`src/rtl/acc_cpu_pkg.sv`:
```
package acc_cpu_pkg;

  localparam logic [3:0] OPC_LOAD  = 4'h0;
  localparam logic [3:0] OPC_STORE = 4'h1;
  localparam logic [3:0] OPC_ADD   = 4'h2;
  localparam logic [3:0] OPC_SUB   = 4'h3;
  localparam logic [3:0] OPC_JUMP  = 4'h4;
  localparam logic [3:0] OPC_JPOS  = 4'h5;
  localparam logic [3:0] OPC_JNZ   = 4'h6;
  localparam logic [3:0] OPC_STOP  = 4'h7;

  typedef enum logic [2:0] {
    PH_FETCH, PH_DECODE, PH_EXEC, PH_WB, PH_HALT
  } phase_e;

  typedef enum logic [1:0] {
    ALU_PASS, ALU_ADD, ALU_SUB
  } alu_fn_e;

  // branch decision: only the three jump codes may redirect the PC
  function automatic logic jump_cond(logic [3:0] opc, logic sign, logic zero);
    case (opc)
      OPC_JUMP: jump_cond = 1'b1;
      OPC_JPOS: jump_cond = !sign;
      OPC_JNZ:  jump_cond = !zero;
      default:  jump_cond = 1'b0;
    endcase
  endfunction

  function automatic alu_fn_e wb_fn(logic [3:0] opc);
    case (opc)
      OPC_ADD: wb_fn = ALU_ADD;
      OPC_SUB: wb_fn = ALU_SUB;
      default: wb_fn = ALU_PASS;
    endcase
  endfunction

endpackage

```
`src/rtl/acc_cpu_alu.sv`:
```
module acc_cpu_alu
  import acc_cpu_pkg::*;
#(
  parameter int DW = 16
) (
  input  logic [DW-1:0] a_i,
  input  logic [DW-1:0] b_i,
  input  alu_fn_e       fn_i,
  output logic [DW-1:0] y_o
);

  function automatic logic [DW-1:0] calc(logic [DW-1:0] a, logic [DW-1:0] b, alu_fn_e fn);
    case (fn)
      ALU_ADD: calc = a + b;
      ALU_SUB: calc = a - b;
      default: calc = b;
    endcase
  endfunction

  assign y_o = calc(a_i, b_i, fn_i);

endmodule

```
`src/rtl/acc_cpu_regs.sv`:
```
module acc_cpu_regs #(
  parameter int DW = 16,
  parameter int AW = 12
) (
  input  logic          clk,
  input  logic          rst_n,
  input  logic          pc_ce,
  input  logic          pc_from_s,
  input  logic          ir_ce,
  input  logic          acc_ce,
  input  logic [DW-1:0] alu_y,
  input  logic [DW-1:0] ir_d,
  output logic [AW-1:0] pc_q,
  output logic [DW-1:0] ir_q,
  output logic [DW-1:0] acc_q
);

  logic [AW-1:0] pc_d;

  assign pc_d = pc_from_s ? ir_q[AW-1:0] : alu_y[AW-1:0];

  always_ff @(posedge clk) begin
    if (!rst_n) begin
      pc_q  <= '0;
      ir_q  <= '0;
      acc_q <= '0;
    end else begin
      if (pc_ce)  pc_q  <= pc_d;
      if (ir_ce)  ir_q  <= ir_d;
      if (acc_ce) acc_q <= alu_y;
    end
  end

endmodule

```
`src/rtl/acc_cpu_ctrl.sv`:
```
module acc_cpu_ctrl
  import acc_cpu_pkg::*;
(
  input  logic       clk,
  input  logic       rst_n,
  input  logic [3:0] opc,
  input  logic       acc_sign,
  input  logic       acc_zero,
  output phase_e     phase_o,
  output logic       pc_ce,
  output logic       pc_from_s,
  output logic       ir_ce,
  output logic       acc_ce,
  output logic       addr_from_s,
  output logic       a_from_pc,
  output logic       b_incr,
  output alu_fn_e    alu_fn,
  output logic       req,
  output logic       rnw,
  output logic       halted,
  output logic       jump_o
);

  phase_e phase_q, phase_d;

  always_ff @(posedge clk) begin
    if (!rst_n) phase_q <= PH_FETCH;
    else        phase_q <= phase_d;
  end

  always_comb begin
    phase_d     = phase_q;
    pc_ce       = 1'b0;
    pc_from_s   = 1'b0;
    ir_ce       = 1'b0;
    acc_ce      = 1'b0;
    addr_from_s = 1'b0;
    a_from_pc   = 1'b0;
    b_incr      = 1'b0;
    alu_fn      = ALU_PASS;
    req         = 1'b0;
    rnw         = 1'b1;
    case (phase_q)
      PH_FETCH: begin
        req       = 1'b1;
        a_from_pc = 1'b1;
        b_incr    = 1'b1;
        alu_fn    = ALU_ADD;
        pc_ce     = 1'b1;
        phase_d   = PH_DECODE;
      end
      PH_DECODE: begin
        ir_ce   = 1'b1;
        phase_d = PH_EXEC;
      end
      PH_EXEC: begin
        phase_d = PH_FETCH;
        case (opc)
          OPC_LOAD, OPC_ADD, OPC_SUB: begin
            req         = 1'b1;
            addr_from_s = 1'b1;
            phase_d     = PH_WB;
          end
          OPC_STORE: begin
            req         = 1'b1;
            rnw         = 1'b0;
            addr_from_s = 1'b1;
          end
          OPC_STOP: phase_d = PH_HALT;
          default: begin
            if (jump_cond(opc, acc_sign, acc_zero)) begin
              pc_ce     = 1'b1;
              pc_from_s = 1'b1;
            end
          end
        endcase
      end
      PH_WB: begin
        acc_ce  = 1'b1;
        alu_fn  = wb_fn(opc);
        phase_d = PH_FETCH;
      end
      default: phase_d = PH_HALT;
    endcase
  end

  assign phase_o = phase_q;
  assign halted  = (phase_q == PH_HALT);
  assign jump_o  = pc_ce && pc_from_s;

endmodule

```
`src/rtl/acc_cpu.sv`:
```
module acc_cpu
  import acc_cpu_pkg::*;
#(
  parameter int DW = 16,
  parameter int AW = 12
) (
  input  logic          clk,
  input  logic          rst_n,
  output logic          mem_req,
  output logic          mem_rnw,
  output logic [AW-1:0] mem_addr,
  output logic [DW-1:0] mem_wdata,
  input  logic [DW-1:0] mem_rdata,
  output logic          halted
);

  localparam int OPW = DW - AW;

  logic [AW-1:0]  pc_q;
  logic [DW-1:0]  ir_q, acc_q, alu_a, alu_b, alu_y, pc_ext, one_w;
  logic [OPW-1:0] opc;
  logic           pc_ce, pc_from_s, ir_ce, acc_ce, addr_from_s, a_from_pc, b_incr;
  logic           acc_zero, jump_ev;
  alu_fn_e        alu_fn;
  phase_e         phase;

  // named events for the checker
  logic fetch_ev, exec_ev, store_ev;

  assign opc      = ir_q[DW-1 -: OPW];
  assign acc_zero = (acc_q == '0);

  always_comb begin
    pc_ext           = '0;
    pc_ext[AW-1:0]   = pc_q;
    one_w            = '0;
    one_w[0]         = 1'b1;
  end

  assign alu_a     = a_from_pc ? pc_ext : acc_q;
  assign alu_b     = b_incr ? one_w : mem_rdata;
  assign mem_addr  = addr_from_s ? ir_q[AW-1:0] : pc_q;
  assign mem_wdata = acc_q;

  assign fetch_ev = (phase == PH_FETCH);
  assign exec_ev  = (phase == PH_EXEC);
  assign store_ev = mem_req && !mem_rnw;

  acc_cpu_ctrl u_ctrl (
    .clk(clk), .rst_n(rst_n), .opc(opc),
    .acc_sign(acc_q[DW-1]), .acc_zero(acc_zero),
    .phase_o(phase), .pc_ce(pc_ce), .pc_from_s(pc_from_s),
    .ir_ce(ir_ce), .acc_ce(acc_ce), .addr_from_s(addr_from_s),
    .a_from_pc(a_from_pc), .b_incr(b_incr), .alu_fn(alu_fn),
    .req(mem_req), .rnw(mem_rnw), .halted(halted), .jump_o(jump_ev)
  );

  acc_cpu_alu #(.DW(DW)) u_alu (
    .a_i(alu_a), .b_i(alu_b), .fn_i(alu_fn), .y_o(alu_y)
  );

  acc_cpu_regs #(.DW(DW), .AW(AW)) u_regs (
    .clk(clk), .rst_n(rst_n), .pc_ce(pc_ce), .pc_from_s(pc_from_s),
    .ir_ce(ir_ce), .acc_ce(acc_ce), .alu_y(alu_y), .ir_d(mem_rdata),
    .pc_q(pc_q), .ir_q(ir_q), .acc_q(acc_q)
  );

endmodule

```
`config.mk`:
```
export PLATFORM = sky130hd
export DESIGN_NAME = acc_cpu
export DESIGN_NICKNAME = d
export VERILOG_FILES = /design/src/rtl/acc_cpu_pkg.sv /design/src/rtl/acc_cpu_alu.sv /design/src/rtl/acc_cpu_regs.sv /design/src/rtl/acc_cpu_ctrl.sv /design/src/rtl/acc_cpu.sv
export SDC_FILE = /design/constraint.sdc
export NUM_CORES = 1
export LEC_CHECK = 0
export ABC_AREA = 1
export BUFFER_PORTS_ARGS = -buffer_cell sky130_fd_sc_hd__buf_2
export CAP_MARGIN = 40
export CORE_MARGIN = 5
export CORE_UTILIZATION = 35
export DETAILED_ROUTE_END_ITERATION = 8
export SKIP_LAST_GASP = 1
export SLEW_MARGIN = 30
export SYNTH_ARGS = -nofsm -noshare
export SYNTH_HDL_FRONTEND = slang
export SYNTH_SLANG_ARGS = --single-unit
```
`constraint.sdc`:
```
create_clock -name clk -period 3.5 [get_ports clk]
set_input_delay 0.175 -clock clk [delete_from_list [all_inputs] [get_ports clk]]
set_output_delay 0.175 -clock clk [all_outputs]
set_load 0.02 [all_outputs]
```
# Yosys cells after proc, flatten, opt, wreduce, memory -nomap -nowiden
# Cells that the tools add are included.
# classes
muxes,24
n_reduce_logical,8
add_sub_neg,2
n_eq_ne,13
# op_table
op,n
$mux 16,2
$pmux 16 s2,1
$mux 12,2
$add 16x16->16,1
$eq 4x3->1 const B,4
$logic_not 16->1,1
$sub 16x16->16,1
$mux 1,12
$pmux 3 s4,1
$eq 4x2->1 const B,2
$pmux 2 s2,2
$eq 3x2->1 const B,2
$pmux 3 s2,1
$reduce_or 5->1,1
$eq 4x1->1 const B,1
$logic_not 4->1,1
$pmux 1 s2,2
$reduce_or 4->1,1
$eq 3x1->1 const B,1
$eq 3x3->1 const B,1
$logic_not 3->1,1
$pmux 1 s3,1
$reduce_or 3->1,1
$eq 2x1->1 const B,1
other kinds (2),3
# word_totals
in_bits,18
elab_cells,51
output_inout_bits,31
regBits,47

# Depth between registers and ports, before layout
# Gate-level depths: netlist of the first run.
# depth
depth_word,9
mapped_depth,24
ltp_nobuf,22

# By module
# From an unflattened synthesis of the first run, not the netlist that was laid out.
# unflattened
hier_cells,665
area_unflattened_um2,3975.1
# modules_own_cells
mod,area_each_um2,cells_each,n_inst
acc_cpu_regs,1706.6,240,1
acc_cpu_alu,1440.1,271,1
acc_cpu,570.5,107,1
acc_cpu_ctrl,257.7,47,1

# Worst setup path before layout of the first run
# Ideal clock, no wire load.
# synth_path
kind,register to register
from,"register u_ctrl.phase_q[0], in the netlist u_ctrl.phase_o[0]"
to,register u_regs.pc_q[4]
t_required_ps,3390
synth_period_minus_slack_ps,3480
n_path_buf,1
t_arrival_ps,3371
path_stages_with_launch,21
slack_ps,20
setup_time_ps,110
path_cell_list,dfxtp_1 inv_1 nor3_2 inv_1 clkbuf_1 nor3_1 ha_1 clkinv_1 o21ai_0 xor2_1 inv_1 ha_1 a21oi_1 nand2_1 or2_2 nand3_1 o21ai_0 nand2_1 nand3_1 nand2_1 inv_1
# synth_between
elab_chain_len,6
elab_cells_between_ends,15
cone_classes,2 x add/sub; 4 x eq/ne; 8 x mux; 1 x reduce/logical
# synth_rtl
item,line_no,text
from (decl),acc_cpu_ctrl.sv:24,"phase_e phase_q, phase_d;"
from (signal assigned),acc_cpu_ctrl.sv:28,else phase_q <= phase_d;
$logic_not 3->1,acc_cpu_ctrl.sv:43,case (phase_q)
$mux 1,acc_cpu_ctrl.sv:43,
$mux 16 (on tied branches),"acc_cpu.sv:40, acc_cpu.sv:41",
$sub 16x16->16 or $add 16x16->16 (tied branches),"acc_cpu_alu.sv:15, acc_cpu_alu.sv:14",
$pmux 16 s2,acc_cpu_alu.sv:13,case (fn)
$mux 12,acc_cpu_regs.sv:20,assign pc_d = pc_from_s ? ir_q[AW-1:0] : alu_y[AW-1:0];
to (signal assigned),acc_cpu_regs.sv:28,if (pc_ce) pc_q <= pc_d;
to (decl),acc_cpu_regs.sv:13,"output logic [AW-1:0] pc_q,"
# Several ways; a longest one is shown, not always the timed one.
# A chain may end at the register's enable or synchronous reset.

# Final worst setup path of the first run
# layout_path
from,"register u_ctrl.phase_q[2], in the netlist u_ctrl.phase_o[2]"
to,register u_regs.pc_q[9]
# The elaborated chain is that of the path after synthesis.

==> results.md, run 1 <==
- Final Slew Violations: 0
- Largest area contributor in the netlist: dfxtp_1
- Warnings from Yosys: 0
- Via density per instance: 4.964
- Seq/Total Area, Yosys: 25.34%
- # IOs: 49
- Top_reg_cell synth: dfxtp_1
- Final Setup Violations: 0
- Vias in the first global route: 3786
- Final cell count without fillers: 784
- TritonCTS clock tree: done
- Bufs on Longest Clock Path: 2
- R2r endpoint: u_regs.pc_q[9]$_SDFFE_PN0P_
- Total grt overflow: 0
- R2r startpoint: u_ctrl.phase_o[2]$_SDFF_PN0_
- Largest net degree at the start of global routing: 25
- Post-Syn Area: 3714 µm²
- RD Place Congestion: 0.8700
- WHS Path Cells: 3
- Outcome: finished, final reports clean
- CTS buffer count: 5
- Max frequency: 309.3 MHz
- Initial core utilization: 35.97%
- Final worst setup slack: 0.2671 ns
- Layout cell share with drive strength beyond 1: 16.51%
- CP Buf/Inv Count: 3
- WHS: 0.1390 ns
- Syn avg cell area: 6.169 µm²
- Drt pass-1 iters: 4
- Worst hold path type: in2reg
- Max Clock Skew: 0.01137 ns
- Cell mode on critical path: nand2_1
- Cell Chain, Critical Path: nor2_4 -> nand2_4 -> inv_6 -> nor2_1 -> inv_1 -> ha_1 -> nand2_2 -> o31ai_2 -> xnor2_1 -> inv_1 -> ha_2 -> nand2_1 -> nor2_1 -> nand2_1 -> nand3_2 -> nand2_1 -> nand2_1 -> nand2_1 -> nand3_1 -> o21ai_0 -> a21oi_1 -> nor2_1
- Wire per inst: 14.61 µm
- Worst hold path endpoint: u_regs.ir_q[0]$_SDFFE_PN0P_
- Die Wd: 113.0 µm
- Worst setup EP type: flop
- VDD IR max: 0.0002824 V
- Insertion delay to the later sink of the worst-skew pair: 0.31 ns
- Worst EP required: 3.70 ns
- H-tree levels: 2
- Aggregate routed wire length: 11.46 mm
- Row count: 37
- Port Buffers: 48
- DRC: 0
- Post-synth EDFFs: 0
- Register-to-Register Path Depth: 22
- Hold_sp: mem_rdata[0]
- Tcrit/Tclk final: 92.37%
- Synth Net Count: 638
- Die span in y: 113.0 µm
- Max-cap violations: 0
- Leak: 2.174 nW
- Die area: 12770 µm²
- Cells after Synth: 602
- Period minus WS final: 3.233 ns
- Top post-synthesis cells by area: dfxtp_1, nand2_1, o21ai_0
- First-pass GRT wire length: 18.98 mm
- Nets@finish: 684
- Antenna cell count: 0
- CP Max Fanout: 12
- GRT Total Usage: 18.28%
- Pwr Total: 2.065 mW
- Placeable Area: 10320 µm²
- Setup crit start kind: flop
- Pwr Density: 483.1 nW/µm²
- Top-area cell type share of the netlist area: 25.34%
- Synth Register Bits: 47
- Reg clk slew, reported paths: 0.08 ns
- Critical path class: reg2reg
- Initial antenna violation count: 0
- Worst slew pin tran: 0.6062 ns
- Cell variety after synth: 42
- Fin. Hold Viols: 0
- Total number of vias: 3892
- Antenna viol nets, final: 0
- Synth async-reset ratio: 0%
- Placement Setup Slack: 0.02577 ns
- RSZ-0062 raised after global routing: yes
- Setup bufs post-CTS: 0
- Post-Place Cells: 777
- CP max stage delay: 0.38 ns
- Iteration-0 DRC Markers: 147
- Area grow syn2layout: 15.13%
- Clock root cell: clkbuf_8
- CP arrival: 3.43 ns
- CP max-delay cell: ha_2
- Slew margin rel.: 59.54%
- Sink Count: 47
- Post-DP HPWL: 9.246 mm
- Crit path max-delay family: simple AND/OR/NAND/NOR gates
- Setup slack, reg-to-reg: 0.27 ns
-- flip-flops by register name, summed over array words and instances (netlist names) --
signal / count
u_regs.ir_q: 16
u_regs.acc_q: 16
u_regs.pc_q: 12
u_ctrl.phase_o: 3
-- metrics by stage --
stage / TNS (ns) / cell area (µm²) / util, %
6_report: 0 / 4275 / 41.41
5_1_grt: -0.06589 / 4275 / 41.41
4_1_cts: 0 / 4229 / 40.96
3_5_place_dp: 0 / 4141 / 40.12
3_3_place_gp: 0 / 4114 / 39.85
2_1_floorplan: 0 / 3714 / -
-- cell usage after synthesis, types with 3 or more instances --
| cell type | instances |
|---|---|
| o21ai_0 | 79 |
| o21ai_1 | 4 |
| xor2_1 | 12 |
| nor2_2 | 3 |
| o21bai_1 | 4 |
| a21oi_1 | 59 |
| nor4_1 | 4 |
| inv_1 | 99 |
| xnor2_1 | 4 |
| nand3_1 | 28 |
| nor3_1 | 6 |
| nand4_1 | 3 |
| dfxtp_1 | 47 |
| nand2_1 | 128 |
| nand2_2 | 6 |
| nor2_1 | 43 |
| clkbuf_1 | 14 |
| a21o_1 | 3 |
| nor2_4 | 3 |
| o21ai_2 | 5 |
| buf_2 | 3 |
| clkinv_1 | 3 |
| ha_1 | 17 |
| nand3b_1 | 3 |
-- repair_timing --
action / in CTS / in global routing
hold buffers: 0 / 0
resized for setup: 0 / 16
setup endpoints to repair: 0 / 22
hold endpoints to repair: 0 / 0
-- worst max-delay path by stage --
stage | startpoint | end | slack (ns) | cells after the start
2_1_floorplan | u_ctrl.phase_o[0]$_SDFF_PN0_ | u_regs.pc_q[4]$_SDFFE_PN0P_ | 0.02 | 20
6_report | u_ctrl.phase_o[2]$_SDFF_PN0_ | u_regs.pc_q[9]$_SDFFE_PN0P_ | 0.27 | 22
5_1_grt | u_ctrl.phase_o[2]$_SDFF_PN0_ | u_regs.pc_q[9]$_SDFFE_PN0P_ | -0.02 | 22
4_1_cts | u_ctrl.phase_o[2]$_SDFF_PN0_ | u_regs.acc_q[9]$_SDFFE_PN0N_ | 0.005 | 19
3_5_place_dp | u_ctrl.phase_o[2]$_SDFF_PN0_ | u_regs.acc_q[9]$_SDFFE_PN0N_ | 0.03 | 19
3_3_place_gp | u_ctrl.phase_o[2]$_SDFF_PN0_ | u_regs.pc_q[9]$_SDFFE_PN0P_ | 0.03 | 19
-- routing by layer --
layer	up-vias	routed length, µm	global-route usage, %
met5	-	0	0
met4	0	198	5.288
met3	14	320	2.032
met2	79	5249	30.25
met1	1770	5689	25.11
li1	2029	-	-
-- layout make-up --
class | count | area (µm²)
sequential | 47 | 942.2
clock buffer | 6 | 82.58
clock inverter | 1 | 5.005
timing repair buffer | 60 | 350.3
fill | 1128 | 6048
multi-input combinational | 429 | 2326
inverter | 105 | 399.1
tap | 136 | 170.2
-- worst min-delay path: stages --
cell     delay, ns
buf_2         0.07
inv_1         0.04
a21oi_1       0.11
-- cell families (layout without fill, tap and decap cells) --
logic type / count (synthesis) / in the layout / share of synthesized area, %
xor gates and xnor gates: 16 / 16 / 3.773
AOI/OAI and AO/OA: 162 / 162 / 23.62
and+or+nand+nor: 233 / 233 / 27.63
adders and majority gates: 18 / 18 / 6.267
buffers and inverters: 126 / 172 / 13.38
DFF: 47 / 47 / 25.34
-- placed cells by master (no fill, tap or decap), types with 2 or more instances in the layout --
| cell | instances |
|---|---|
| clkinv_1 | 2 |
| nand3_2 | 2 |
| nor3_2 | 2 |
| nand3_1 | 26 |
| or2_2 | 2 |
| nor2_4 | 4 |
| a41oi_1 | 2 |
| nor2_2 | 2 |
| nand3b_1 | 3 |
| xor2_1 | 12 |
| dfxtp_1 | 46 |
| inv_1 | 99 |
| o21bai_1 | 4 |
| nand2_2 | 7 |
| nand4_1 | 3 |
| o21ai_1 | 7 |
| clkbuf_8 | 6 |
| ha_2 | 3 |
| o21ai_2 | 5 |
| nor3_1 | 4 |
| ha_1 | 14 |
| nor4_1 | 4 |
| a21oi_2 | 2 |
| inv_2 | 3 |
| nand2_1 | 127 |
| a21oi_1 | 58 |
| xnor2_1 | 4 |
| nor2_1 | 43 |
| o21ai_0 | 76 |
| a21o_1 | 3 |
| buf_2 | 48 |
| buf_4 | 11 |
-- power by group --
part           internal [mW]  total [mW]  switching [mW]
Clock                  0.156       0.349           0.193
Combinational          0.352        1.05           0.696
Sequential             0.610       0.668          0.0586
Total                   1.12        2.07           0.948
Note: power is estimated with default switching activity, not from simulation.
==> run 2, diff against run 1 <==
==> constraint.sdc (replaced) <==
create_clock -name clk -period 3.5 [get_ports clk]
set_input_delay 0.7 -clock clk [delete_from_list [all_inputs] [get_ports clk]]
set_output_delay 0.7 -clock clk [all_outputs]
set_load 0.02 [all_outputs]
==> run 2 against run 1 <==
  * Sequential share of layout area is 0.20 points higher
  * Clock power is 6.0% lower
  * First-iteration DRC count is 52% higher
  * Worst setup slack better by 0.040 ns
  * Sequential power hardly changed
  * Clock skew is 0.0017 ns lower
  * Routed wire length is 1.5% lower
  * Final area is 0.79% lower
==> results.md, run 2 (synthesized netlist as in run 1, its figures left out) <==
- Commonest non-fill, non-tap cell in the layout: nand2_1
- R2r endpoint: u_regs.acc_q[13]$_SDFFE_PN0N_
- Antenna cell count: 0 (unchanged)
- DRC: 0 (unchanged)
- Initial antenna violation count: 0 (unchanged)
- Area grow syn2layout: 14.22%
- Port Buffers: 48 (unchanged)
- Layout cell share with drive strength beyond 1: 15.94% (-0.57 points)
- Commonest non-fill, non-tap cells in the layout: nand2_1, inv_1, o21ai_0
- Iteration-0 DRC Markers: 223 (+52%)
- Slew margin rel.: 61.04% (+1.5 points)
- Setup TNS: 0 ns (unchanged)
- Period minus WS final: 3.193 ns (-0.03966 ns)
- Worst EP required: 3.76 ns (+0.06 ns)
- CP Max Fanout: 7 (-5)
- CP Buf/Inv Count: 5 (+2)
- Placeable Area: 10320 µm² (unchanged)
- Die span in y: 113.0 µm (unchanged)
- Final Util: 41.09% (-0.33 points)
- Drt pass-1 iters: 5 (+1)
- # IOs: 49 (unchanged)
- Aggregate routed wire length: 11.28 mm (-1.5%)
- Post-Place Cells: 776 (-0.13%)
- CP max stage delay: 0.37 ns (about the same)
- Die Wd: 113.0 µm (unchanged)
- Total number of vias: 3974 (+2.1%)
- Fin. Hold Viols: 0 (unchanged)
- Critical path class: reg2reg
- Outcome: finished, final reports clean
- Total grt overflow: 0 (unchanged)
- Worst hold path type: reg2reg
- CTS buffer count: 5 (unchanged)
- Leak: 2.153 nW (-0.98%)
- Crit path max-delay family: simple AND/OR/NAND/NOR gates
- Max frequency: 313.2 MHz (+1.2%)
- WHS Path Cells: 2 (-1)
- Worst hold path endpoint: u_regs.ir_q[11]$_SDFFE_PN0P_
- VDD IR max: 0.0002412 V (-15%)
- TritonCTS clock tree: done
- Final Setup Violations: 0 (unchanged)
- Cell Chain, Critical Path: inv_2 -> nor3_2 -> inv_1 -> nor3_1 -> ha_2 -> clkinvlp_4 -> nand2_2 -> inv_1 -> nor2_2 -> o21ai_1 -> xor2_1 -> inv_1 -> ha_4 -> nand2_1 -> nor4_1 -> o21ai_0 -> nand2_1 -> a21oi_1 -> o21ai_0 -> nand2_1 -> a21oi_1
- Wire per inst: 14.43 µm (-1.3%)
- Nets@finish: 683 (-0.15%)
- First-pass GRT wire length: 18.57 mm (-2.1%)
- RD Place Congestion: 0.8711 (+0.13%)
- Pwr Density: 479.5 nW/µm² (-0.75%)
- WHS: 0.4804 ns (+0.3414 ns)
- Bufs on Longest Clock Path: 2 (unchanged)
- Final cell count without fillers: 782 (-0.26%)
- CP max-delay cell: dfxtp_2
- Sink Count: 47 (unchanged)
- Hold_sp: u_regs.ir_q[11]$_SDFFE_PN0P_
- Setup bufs post-CTS: 0 (unchanged)
- Max Clock Skew: 0.009650 ns (-0.001717 ns)
- Row count: 37 (unchanged)
- Regs by FF count: u_regs.acc_q (16), u_regs.ir_q (16), u_regs.pc_q (12)
- RSZ-0062 raised after global routing: no
- CP arrival: 3.45 ns (+0.02 ns)
- Final Slew Violations: 0 (unchanged)
- Insertion delay to the later sink of the worst-skew pair: 0.32 ns (about the same)
- Reg clk slew, reported paths: 0.09 ns (about the same)
- Initial core utilization: 35.97% (unchanged)
- H-tree levels: 2 (unchanged)
- Tcrit/Tclk final: 91.23% (-1.1 points)
- Clock root cell: clkbuf_8
- Vias in the first global route: 3762 (-0.63%)
- R2r startpoint: u_ctrl.phase_o[1]$_SDFF_PN0_
- Post-DP HPWL: 8.877 mm (-4.0%)
- GRT Total Usage: 17.82% (-0.47 points)
- CTS Hold Buffers Added: 0 (unchanged)
- Antenna viol nets, final: 0 (unchanged)
- Worst setup EP type: flop
- Setup crit start kind: flop
- Register-to-Register Path Depth: 21 (-4.5%)
- Max-cap violations: 0 (unchanged)
- Die area: 12770 µm² (unchanged)
- Via density per instance: 5.082 (+2.4%)
- Largest net degree at the start of global routing: 35 (+40%)
- Setup slack, reg-to-reg: 0.31 ns (+0.04 ns)
- Worst slew pin tran: 0.5837 ns (-0.02251 ns)
==> run 2: changes by cell type in the layout (fill, tap and decap cells not counted), sizes merged <==
cell / before / now
clkinvlp: 0 / 1
clkinv: 3 / 2
buf: 60 / 59
inv: 103 / 102
==> run 2: routing by layer <==
metal / vias up / wire length [µm] / global-route usage (%)
met1: 1813 / 5214 / 23.41
li1: 2029 / - / -
met5: - / 0 / 0
met2: 119 / 5370 / 31.04
met3: 13 / 549 / 1.979
met4: 0 / 146 / 4.567
==> run 2: worst max-delay path by stage <==
stage	start	end	slack [ns]	depth (start not counted)
6_report	u_ctrl.phase_o[1]$_SDFF_PN0_	u_regs.acc_q[13]$_SDFFE_PN0N_	0.31	21
2_1_floorplan	u_ctrl.phase_o[0]$_SDFF_PN0_	u_regs.pc_q[4]$_SDFFE_PN0P_	0.02	20
5_1_grt	u_ctrl.phase_o[1]$_SDFF_PN0_	u_regs.acc_q[13]$_SDFFE_PN0N_	0.01	18
4_1_cts	u_ctrl.phase_o[2]$_SDFF_PN0_	u_regs.acc_q[9]$_SDFFE_PN0N_	0.04	19
3_5_place_dp	u_ctrl.phase_o[2]$_SDFF_PN0_	u_regs.acc_q[9]$_SDFFE_PN0N_	0.06	19
3_3_place_gp	mem_rdata[0]	u_regs.acc_q[9]$_SDFFE_PN0N_	0.1	18
==> run 2: stage by stage <==
| step | setup WS, ns | instance area, µm² | total power, mW |
|---|---|---|---|
| after detailed placement | 0.05867 | 4114 | 1.683 |
| after global routing | 0.01071 | 4242 | 2.209 |
| final | 0.3068 | 4242 | 2.034 |
| after floorplan | 0.01970 | 3714 | 1.412 |
| after global placement | 0.09685 | 4114 | 1.670 |
| after CTS | 0.03543 | 4187 | 2.013 |
==> run 2: final cells by class <==
| type | instances | area (µm²) |
|---|---|---|
| fillers | 1128 | 6082 |
| multi-input cells | 429 | 2326 |
| flip-flops and latches | 47 | 943.4 |
| inverters | 105 | 402.9 |
| repair buffers | 59 | 326.6 |
| well taps | 136 | 170.2 |
| clock buffers | 6 | 72.57 |
==> run 2: power by group <==
part           internal, mW  leakage, nW  switching [mW]
Sequential            0.610        0.386          0.0606
Combinational         0.348         1.73           0.686
Clock                 0.134       0.0371           0.194
Total                  1.09         2.15           0.941
==> run 2: tightest hold or removal path: stages (launching register included) <==
cell and delay, ns:
dfxtp_1 0.32, inv_1 0.06, a21oi_1 0.06
==> run 2: repair_timing <==
item,CTS,global route
setup endpoints to repair,0,17
hold endpoints to repair,0,0
resized for setup,0,16
